`config.mk`:
```
export PLATFORM = sky130hd
export DESIGN_NAME = rx_dest_filter
export DESIGN_NICKNAME = d
export VERILOG_FILES = /design/src/rtl/rxf_pkg.sv /design/src/rtl/rxf_addr_asm.sv /design/src/rtl/rxf_addr_tbl.sv /design/src/rtl/rxf_decide.sv /design/src/rtl/rx_dest_filter.sv
export SDC_FILE = /design/constraint.sdc
export NUM_CORES = 2
export LEC_CHECK = 0
export BUFFER_PORTS_ARGS = -buffer_cell sky130_fd_sc_hd__buf_2
export CAP_MARGIN = 10
export CORE_MARGIN = 2
export CORE_UTILIZATION = 50
export CTS_CLUSTER_SIZE = 25
export DETAILED_ROUTE_END_ITERATION = 16
export HOLD_SLACK_MARGIN = 0.15
export PLACE_DENSITY = 0.69
export SLEW_MARGIN = 30
export SYNTH_ARGS = -nofsm -noshare
export SYNTH_HDL_FRONTEND = slang
export SYNTH_HIERARCHICAL = 1
export SYNTH_SLANG_ARGS = --single-unit
export TNS_END_PERCENT = 30
```
`constraint.sdc`:
```
create_clock -name clk_i -period 6.4 [get_ports clk_i]
set_input_delay 1.28 -clock clk_i [delete_from_list [all_inputs] [get_ports clk_i]]
set_output_delay 1.28 -clock clk_i [all_outputs]
set_load 0.02 [all_outputs]
```
`src/rtl/rxf_pkg.sv`:
```
package rxf_pkg;
  localparam int unsigned ADDR_W  = 48;
  localparam int unsigned BYTE_W  = 8;
  localparam int unsigned N_BYTES = ADDR_W / BYTE_W;
  localparam int unsigned HASH_W  = 6;
  localparam int unsigned HMAP_W  = 1 << HASH_W;
  localparam int unsigned HWORD_W = HMAP_W / 2;

  typedef enum logic [1:0] {
    CLS_UNI   = 2'd0,
    CLS_MULTI = 2'd1,
    CLS_BCAST = 2'd2
  } addr_cls_e;

  // hash bit j folds every HASH_W-th address bit starting at j
  function automatic logic [HASH_W-1:0] hash_idx(input logic [ADDR_W-1:0] a);
    logic [HASH_W-1:0] h;
    h = '0;
    for (int j = 0; j < HASH_W; j++)
      for (int i = 0; i < ADDR_W / HASH_W; i++)
        h[j] = h[j] ^ a[j + HASH_W * i];
    return h;
  endfunction
endpackage

```
`src/rtl/rxf_addr_asm.sv`:
```
module rxf_addr_asm
  import rxf_pkg::*;
(
  input  logic              clk_i,
  input  logic              rst_ni,
  input  logic [BYTE_W-1:0] byte_i,
  input  logic              byte_vld_i,
  input  logic              start_i,
  output logic              done_o,
  output logic [ADDR_W-1:0] addr_o
);
  localparam int unsigned CNT_W  = $clog2(N_BYTES + 1);
  localparam int unsigned PART_W = ADDR_W - BYTE_W;
  localparam logic [CNT_W-1:0] LAST = CNT_W'(N_BYTES - 1);

  logic [CNT_W-1:0]  cnt_q;
  logic [PART_W-1:0] part_q;

  assign done_o = byte_vld_i && !start_i && (cnt_q == LAST);
  assign addr_o = {byte_i, part_q};

  always_ff @(posedge clk_i or negedge rst_ni) begin
    if (!rst_ni) begin
      cnt_q  <= '0;
      part_q <= '0;
    end else if (byte_vld_i) begin
      if (start_i) begin
        part_q[BYTE_W-1:0] <= byte_i;
        cnt_q              <= CNT_W'(1);
      end else if (cnt_q != '0) begin
        if (done_o) begin
          cnt_q <= '0;
        end else begin
          part_q[BYTE_W*int'(cnt_q) +: BYTE_W] <= byte_i;
          cnt_q <= cnt_q + CNT_W'(1);
        end
      end
    end
  end

  assert_cnt_range_R2: assert property (@(posedge clk_i) disable iff (!rst_ni)
    cnt_q <= LAST);

  assert_restart_R11: assert property (@(posedge clk_i) disable iff (!rst_ni)
    (byte_vld_i && start_i) |=> (cnt_q == CNT_W'(1)));
endmodule

```
`src/rtl/rxf_addr_tbl.sv`:
```
module rxf_addr_tbl
  import rxf_pkg::*;
#(
  parameter int unsigned DEPTH = 32,
  parameter int unsigned CH_W  = 3,
  localparam int unsigned IDX_W = $clog2(DEPTH)
) (
  input  logic              clk_i,
  input  logic              rst_ni,
  input  logic              wr_en_i,
  input  logic [IDX_W-1:0]  wr_idx_i,
  input  logic [ADDR_W-1:0] wr_addr_i,
  input  logic [CH_W-1:0]   wr_ch_i,
  input  logic              wr_vld_i,
  input  logic              wr_match_i,
  input  logic [ADDR_W-1:0] key_i,
  output logic              hit_o,
  output logic              hit_match_o,
  output logic [CH_W-1:0]   hit_ch_o
);
  logic [ADDR_W-1:0] ent_addr_q [DEPTH];
  logic [CH_W-1:0]   ent_ch_q   [DEPTH];
  logic [DEPTH-1:0]  ent_vld_q;
  logic [DEPTH-1:0]  ent_match_q;
  logic [DEPTH-1:0]  hit_vec;

  for (genvar g = 0; g < DEPTH; g++) begin : g_ent
    always_ff @(posedge clk_i or negedge rst_ni) begin
      if (!rst_ni) begin
        ent_addr_q[g]  <= '0;
        ent_ch_q[g]    <= '0;
        ent_vld_q[g]   <= 1'b0;
        ent_match_q[g] <= 1'b0;
      end else if (wr_en_i && (wr_idx_i == IDX_W'(g))) begin
        ent_addr_q[g]  <= wr_addr_i;
        ent_ch_q[g]    <= wr_ch_i;
        ent_vld_q[g]   <= wr_vld_i;
        ent_match_q[g] <= wr_match_i;
      end
    end
    assign hit_vec[g] = ent_vld_q[g] && (ent_addr_q[g] == key_i);
  end

  // lowest index wins: scan downward so the last assignment is the lowest hit
  always_comb begin
    hit_o       = 1'b0;
    hit_match_o = 1'b0;
    hit_ch_o    = '0;
    for (int i = DEPTH - 1; i >= 0; i--) begin
      if (hit_vec[i]) begin
        hit_o       = 1'b1;
        hit_match_o = ent_match_q[i];
        hit_ch_o    = ent_ch_q[i];
      end
    end
  end

  assert_tbl_write_R10: assert property (@(posedge clk_i) disable iff (!rst_ni)
    wr_en_i |=> (ent_vld_q[$past(wr_idx_i)] == $past(wr_vld_i)) &&
                (ent_addr_q[$past(wr_idx_i)] == $past(wr_addr_i)));

  assert_hit_needs_entry_R4: assert property (@(posedge clk_i) disable iff (!rst_ni)
    hit_o |-> (ent_vld_q != '0));
endmodule

```
`src/rtl/rxf_decide.sv`:
```
module rxf_decide
  import rxf_pkg::*;
#(
  parameter int unsigned CH_W = 3
) (
  input  logic               [ADDR_W-1:0]  addr_i,
  input  logic                             tbl_hit_i,
  input  logic                             tbl_match_i,
  input  logic               [CH_W-1:0]    tbl_ch_i,
  input  logic               [HWORD_W-1:0] hash_lo_i,
  input  logic               [HWORD_W-1:0] hash_hi_i,
  input  logic                             bc_en_i,
  input  logic               [CH_W-1:0]    bc_ch_i,
  input  logic                             mc_en_i,
  input  logic               [CH_W-1:0]    mc_ch_i,
  input  logic                             prom_en_i,
  input  logic               [CH_W-1:0]    prom_ch_i,
  output logic                             accept_o,
  output logic               [CH_W-1:0]    chan_o,
  output addr_cls_e                        cls_o
);
  logic [HMAP_W-1:0] bitmap;
  logic [HASH_W-1:0] h;
  logic is_grp, is_bc, hash_hit;

  assign bitmap   = {hash_hi_i, hash_lo_i};
  assign h        = hash_idx(addr_i);
  assign is_grp   = addr_i[0];
  assign is_bc    = &addr_i;
  assign hash_hit = is_grp && !is_bc && bitmap[h];

  always_comb begin
    cls_o = is_bc ? CLS_BCAST : (is_grp ? CLS_MULTI : CLS_UNI);
    accept_o = 1'b0;
    chan_o   = '0;
    if (tbl_hit_i) begin
      accept_o = tbl_match_i;
      chan_o   = tbl_match_i ? tbl_ch_i : '0;
    end else if (is_bc && bc_en_i) begin
      accept_o = 1'b1;
      chan_o   = bc_ch_i;
    end else if (hash_hit && mc_en_i) begin
      accept_o = 1'b1;
      chan_o   = mc_ch_i;
    end else if (prom_en_i) begin
      accept_o = 1'b1;
      chan_o   = prom_ch_i;
    end
  end
endmodule

```
`src/rtl/rx_dest_filter.sv`:
```
module rx_dest_filter
  import rxf_pkg::*;
#(
  parameter int unsigned TBL_DEPTH = 32,
  parameter int unsigned CH_W      = 3,
  localparam int unsigned IDX_W    = $clog2(TBL_DEPTH)
) (
  input  logic               clk_i,
  input  logic               rst_ni,
  input  logic [7:0]         byte_i,
  input  logic               byte_vld_i,
  input  logic               start_i,
  input  logic               tbl_we_i,
  input  logic [IDX_W-1:0]   tbl_idx_i,
  input  logic [47:0]        tbl_addr_i,
  input  logic [CH_W-1:0]    tbl_ch_i,
  input  logic               tbl_vld_i,
  input  logic               tbl_match_i,
  input  logic [31:0]        hash_lo_i,
  input  logic [31:0]        hash_hi_i,
  input  logic               bc_en_i,
  input  logic [CH_W-1:0]    bc_ch_i,
  input  logic               mc_en_i,
  input  logic [CH_W-1:0]    mc_ch_i,
  input  logic               prom_en_i,
  input  logic [CH_W-1:0]    prom_ch_i,
  output logic               dec_vld_o,
  output logic               accept_o,
  output logic [CH_W-1:0]    chan_o,
  output logic [1:0]         cls_o
);
  logic              done;
  logic [ADDR_W-1:0] addr;
  logic              t_hit, t_match;
  logic [CH_W-1:0]   t_ch;
  logic              d_acc;
  logic [CH_W-1:0]   d_ch;
  addr_cls_e         d_cls;

  rxf_addr_asm u_asm (
    .clk_i, .rst_ni, .byte_i, .byte_vld_i, .start_i,
    .done_o (done),
    .addr_o (addr)
  );

  rxf_addr_tbl #(.DEPTH(TBL_DEPTH), .CH_W(CH_W)) u_tbl (
    .clk_i, .rst_ni,
    .wr_en_i     (tbl_we_i),
    .wr_idx_i    (tbl_idx_i),
    .wr_addr_i   (tbl_addr_i),
    .wr_ch_i     (tbl_ch_i),
    .wr_vld_i    (tbl_vld_i),
    .wr_match_i  (tbl_match_i),
    .key_i       (addr),
    .hit_o       (t_hit),
    .hit_match_o (t_match),
    .hit_ch_o    (t_ch)
  );

  rxf_decide #(.CH_W(CH_W)) u_dec (
    .addr_i      (addr),
    .tbl_hit_i   (t_hit),
    .tbl_match_i (t_match),
    .tbl_ch_i    (t_ch),
    .hash_lo_i, .hash_hi_i,
    .bc_en_i, .bc_ch_i, .mc_en_i, .mc_ch_i, .prom_en_i, .prom_ch_i,
    .accept_o    (d_acc),
    .chan_o      (d_ch),
    .cls_o       (d_cls)
  );

  always_ff @(posedge clk_i or negedge rst_ni) begin
    if (!rst_ni) begin
      dec_vld_o <= 1'b0;
      accept_o  <= 1'b0;
      chan_o    <= '0;
      cls_o     <= '0;
    end else begin
      dec_vld_o <= done;
      accept_o  <= done && d_acc;
      chan_o    <= done ? d_ch : '0;
      cls_o     <= done ? d_cls : '0;
    end
  end

  assert_quiet_outputs_R2: assert property (@(posedge clk_i) disable iff (!rst_ni)
    !dec_vld_o |-> (!accept_o && chan_o == '0 && cls_o == '0));

  assert_single_pulse_R2: assert property (@(posedge clk_i) disable iff (!rst_ni)
    dec_vld_o |=> !dec_vld_o);

  assert_follows_byte_R2: assert property (@(posedge clk_i) disable iff (!rst_ni)
    $rose(dec_vld_o) |-> $past(byte_vld_i));

  assert_drop_no_chan_R9: assert property (@(posedge clk_i) disable iff (!rst_ni)
    (dec_vld_o && !accept_o) |-> (chan_o == '0));
endmodule

```
==> metrics.txt <==
Req. time, crit path 7.17 ns; Max Cap Viol 0; DR WL/cell roughly 36 µm; VDD IR-drop max 0.714 mV; CP max FO 24; Root Buffer clkbuf_16; post-DP HPWL between 150,000 and 200,000 µm; Hold Vio Cnt, Final 0; Critical Path AT 6.07 ns; Post-Place Cell Area 0.0902 mm²; Synth area leader dfrtp_1; Post-synth EDFFs 0; drt drc 0; Critical Path Max Stage Delay 1.06 ns; clock sink count 1,746; Synth top area share 50.3%; synth cell count leaders dfrtp_1 (1,746), mux2_2 (1,695), xnor2_1 (732); die width ~420 µm; routability cong. 0.955; sequential power share 39.7%; setup violators final 0; Clock Tree Buf Depth 3; largest net degree at the start of global routing approximately 180; Hold Crit Class primary input to async pin; Synth area leaders dfrtp_1 (50%), mux2_2 (22%), xnor2_1 (7.4%); Yosys warning count 6; antenna violations before repair 52; TritonCTS clock tree yes; final core utilization approximately 56%; Reg area approximately 0.044 mm²; Hold-fix buffers, CTS 0; Post-Syn Area per Cell 12.9 µm²; die area 0.177 mm²; total track usage 38.2%; Clock transition at path regs 0.06 ns; Slew @ Worst Pin around 1.1 ns; post-synthesis cell count approximately 6.8k; Clock power frac 27.0%; Boundary Pins 154; switching share of total power between 30% and 40%; Fill cells between 10k and 15k; Syn Nets 6,901; Tmin final ~5.3 ns; nets@finish 6,952; detailed-route via count 60.9k; router iterations before antenna repair 7; proportion of layout cells with a drive suffix above 1 36.1%; Vias/cell 6.56; Detailed Route WL 339,000 µm; Internal Power 25.6 mW; GRT Residual Overflow 0; Worst Skew 0.0253 ns; Netlist cell types 85; Die H 421 µm; Final Cell Area 0.0965 mm²; FMAX 0.188 GHz; Critical Path End Type flop; antenna-violating nets left 0; Comb pwr share 33.3%; most common cell in the netlist dfrtp_1; CP max-delay cell dfrtp_4; RSZ-0062 raised after global routing no; WHS 0.365 ns; postcts setup bufs 0; setup TNS 0 ns; CTS Buf Count 186; first-iteration detailed-routing DRC count 9,098; sequential fraction of the synthesis area between 50% and 60%; worst-path cell chain buf_4, xor2_1, nor4_1, nand4_1, or4_1, nor2_1, mux2_1, nor2_1, o221a_2, and4_1, a222oi_1, mux2_1, a21boi_0, a221oi_1, and2_1; Area Overhead vs Synth 11.1%; first-pass GRT wire length 469,000 µm; area of the multi-input gates 0.0398 mm²; H-tree lvl count 4; class of the most critical setup path flop to flop; IO buf count 153; Initial Util 50.5%; Slew Limit Fails 0; Pleak 42.8 nW; power per standard cell area 426 mW/mm²; cts repair resizes 0; Post-Synthesis Cell Area 0.0869 mm²; Rows 152; latest clock arrival within the worst-skew pair 0.85 ns; vias in the first global route 58.9k; FF+latch count, synth 1,746; asr flop ratio synth 100%; switching power around 15 mW; fin crit share 82.9%; ys flop type dfrtp_1; core outline area 0.172 mm²; critical path launch point type flop; outcome finished, final reports clean; Slew HR approximately a quarter
[worst paths after layout]
kind	start	endpoint	slack [ns]	depth (start not counted)
max	u_asm/part_q[12]	chan_o[2]	1.09	15
min	rst_ni	u_tbl/ent_vld_q[20]	0.36	1
max reg2reg	u_asm/part_q[12]	chan_o[2]	1.09	15
min reg2reg	u_tbl/ent_match_q[25]	u_tbl/ent_match_q[25]	0.50	1
max in group asynchronous	rst_ni	u_tbl/ent_addr_q[794]	4.22	3
min in group clk_i	u_tbl/ent_match_q[25]	u_tbl/ent_match_q[25]	0.50	1
[worst max-delay path: cells and delay by family, from the launching register on]
family	cells	cell delay, ns
compound gates	4	0.94
xor+xnor	1	0.11
buf+inv	1	0.39
flops	1	1.06
mux	2	0.34
simple gates	7	2.35
[through the flow]
stage               worst slack, ns  instances  power, mW
floorplan                      1.82       6750       24.4
global placement              0.740       8913       29.4
detailed placement            0.648       8921       29.6
CTS                            1.28       9253       40.6
global route                  0.919       9256       42.3
finish                         1.09       9288       41.1
[final cells by class]
cell class	count	area share, %
antenna	33	0.0855
clock buffer	286	5.74
clock inverter	46	0.682
inverter	119	0.463
multi-input combinational	4346	41.2
sequential	1746	45.4
tap	2310	2.99
timing repair buffer	402	3.47
[power by group through the flow]
stage | combinational [mW] | sequential (mW) | clock (mW)
after global routing | 14.2 | 16.5 | 11.6
after floorplan | 9.82 | 14.6 | 0
final | 13.7 | 16.3 | 11.1
after detailed placement | 13.2 | 16.4 | 0
after CTS | 13.3 | 16.2 | 11.1
after global placement | 13.1 | 16.3 | 0
[cell families after synthesis]
family,Yosys count,share of synthesized area [%]
AO/OA/AOI/OAI,324,2.81
XOR/XNOR,1418,14.3
adder cells (fa/ha/maj),4,0.0576
buffers and inverters,658,4.14
flip-flops,1746,50.3
multiplexers,1750,22.7
AND/OR/NAND/NOR,850,5.72
[routing by layer]
| metal | vias up | share of wire [%] | global-route usage [%] |
|---|---|---|---|
| li1 | 23631 | - | - |
| met1 | 31636 | 38 | 51.5 |
| met2 | 4445 | 43 | 56.4 |
| met3 | 1181 | 12 | 9.14 |
| met4 | 14 | 6.8 | 21.9 |
| met5 | - | 0.038 | 0 |
[flip-flops by register name, summed over array words and instances (netlist names)]
name               count
accept_o               1
chan_o                 3
cls_o                  2
dec_vld_o              1
u_asm/cnt_q            3
u_asm/part_q          40
u_tbl/ent_addr_q    1536
u_tbl/ent_ch_q        96
u_tbl/ent_match_q     32
u_tbl/ent_vld_q       32
[cell usage in the layout, fill, tap and decap left out, drive strengths merged, types with 20 or more instances in the layout]
cell type	instances
a21oi	34
a22oi	23
buf	402
clkbuf	286
clkinv	32
dfrtp	1746
diode	33
inv	118
mux2	1705
mux2i	45
nand2	105
nand2b	61
nand3	45
nand4	222
nor2	79
nor2b	20
nor3	41
nor4	219
o2111ai	23
o21ai	72
o22ai	39
xnor2	736
xor2	682
No activity file was read; power rests on OpenSTA's default activity.
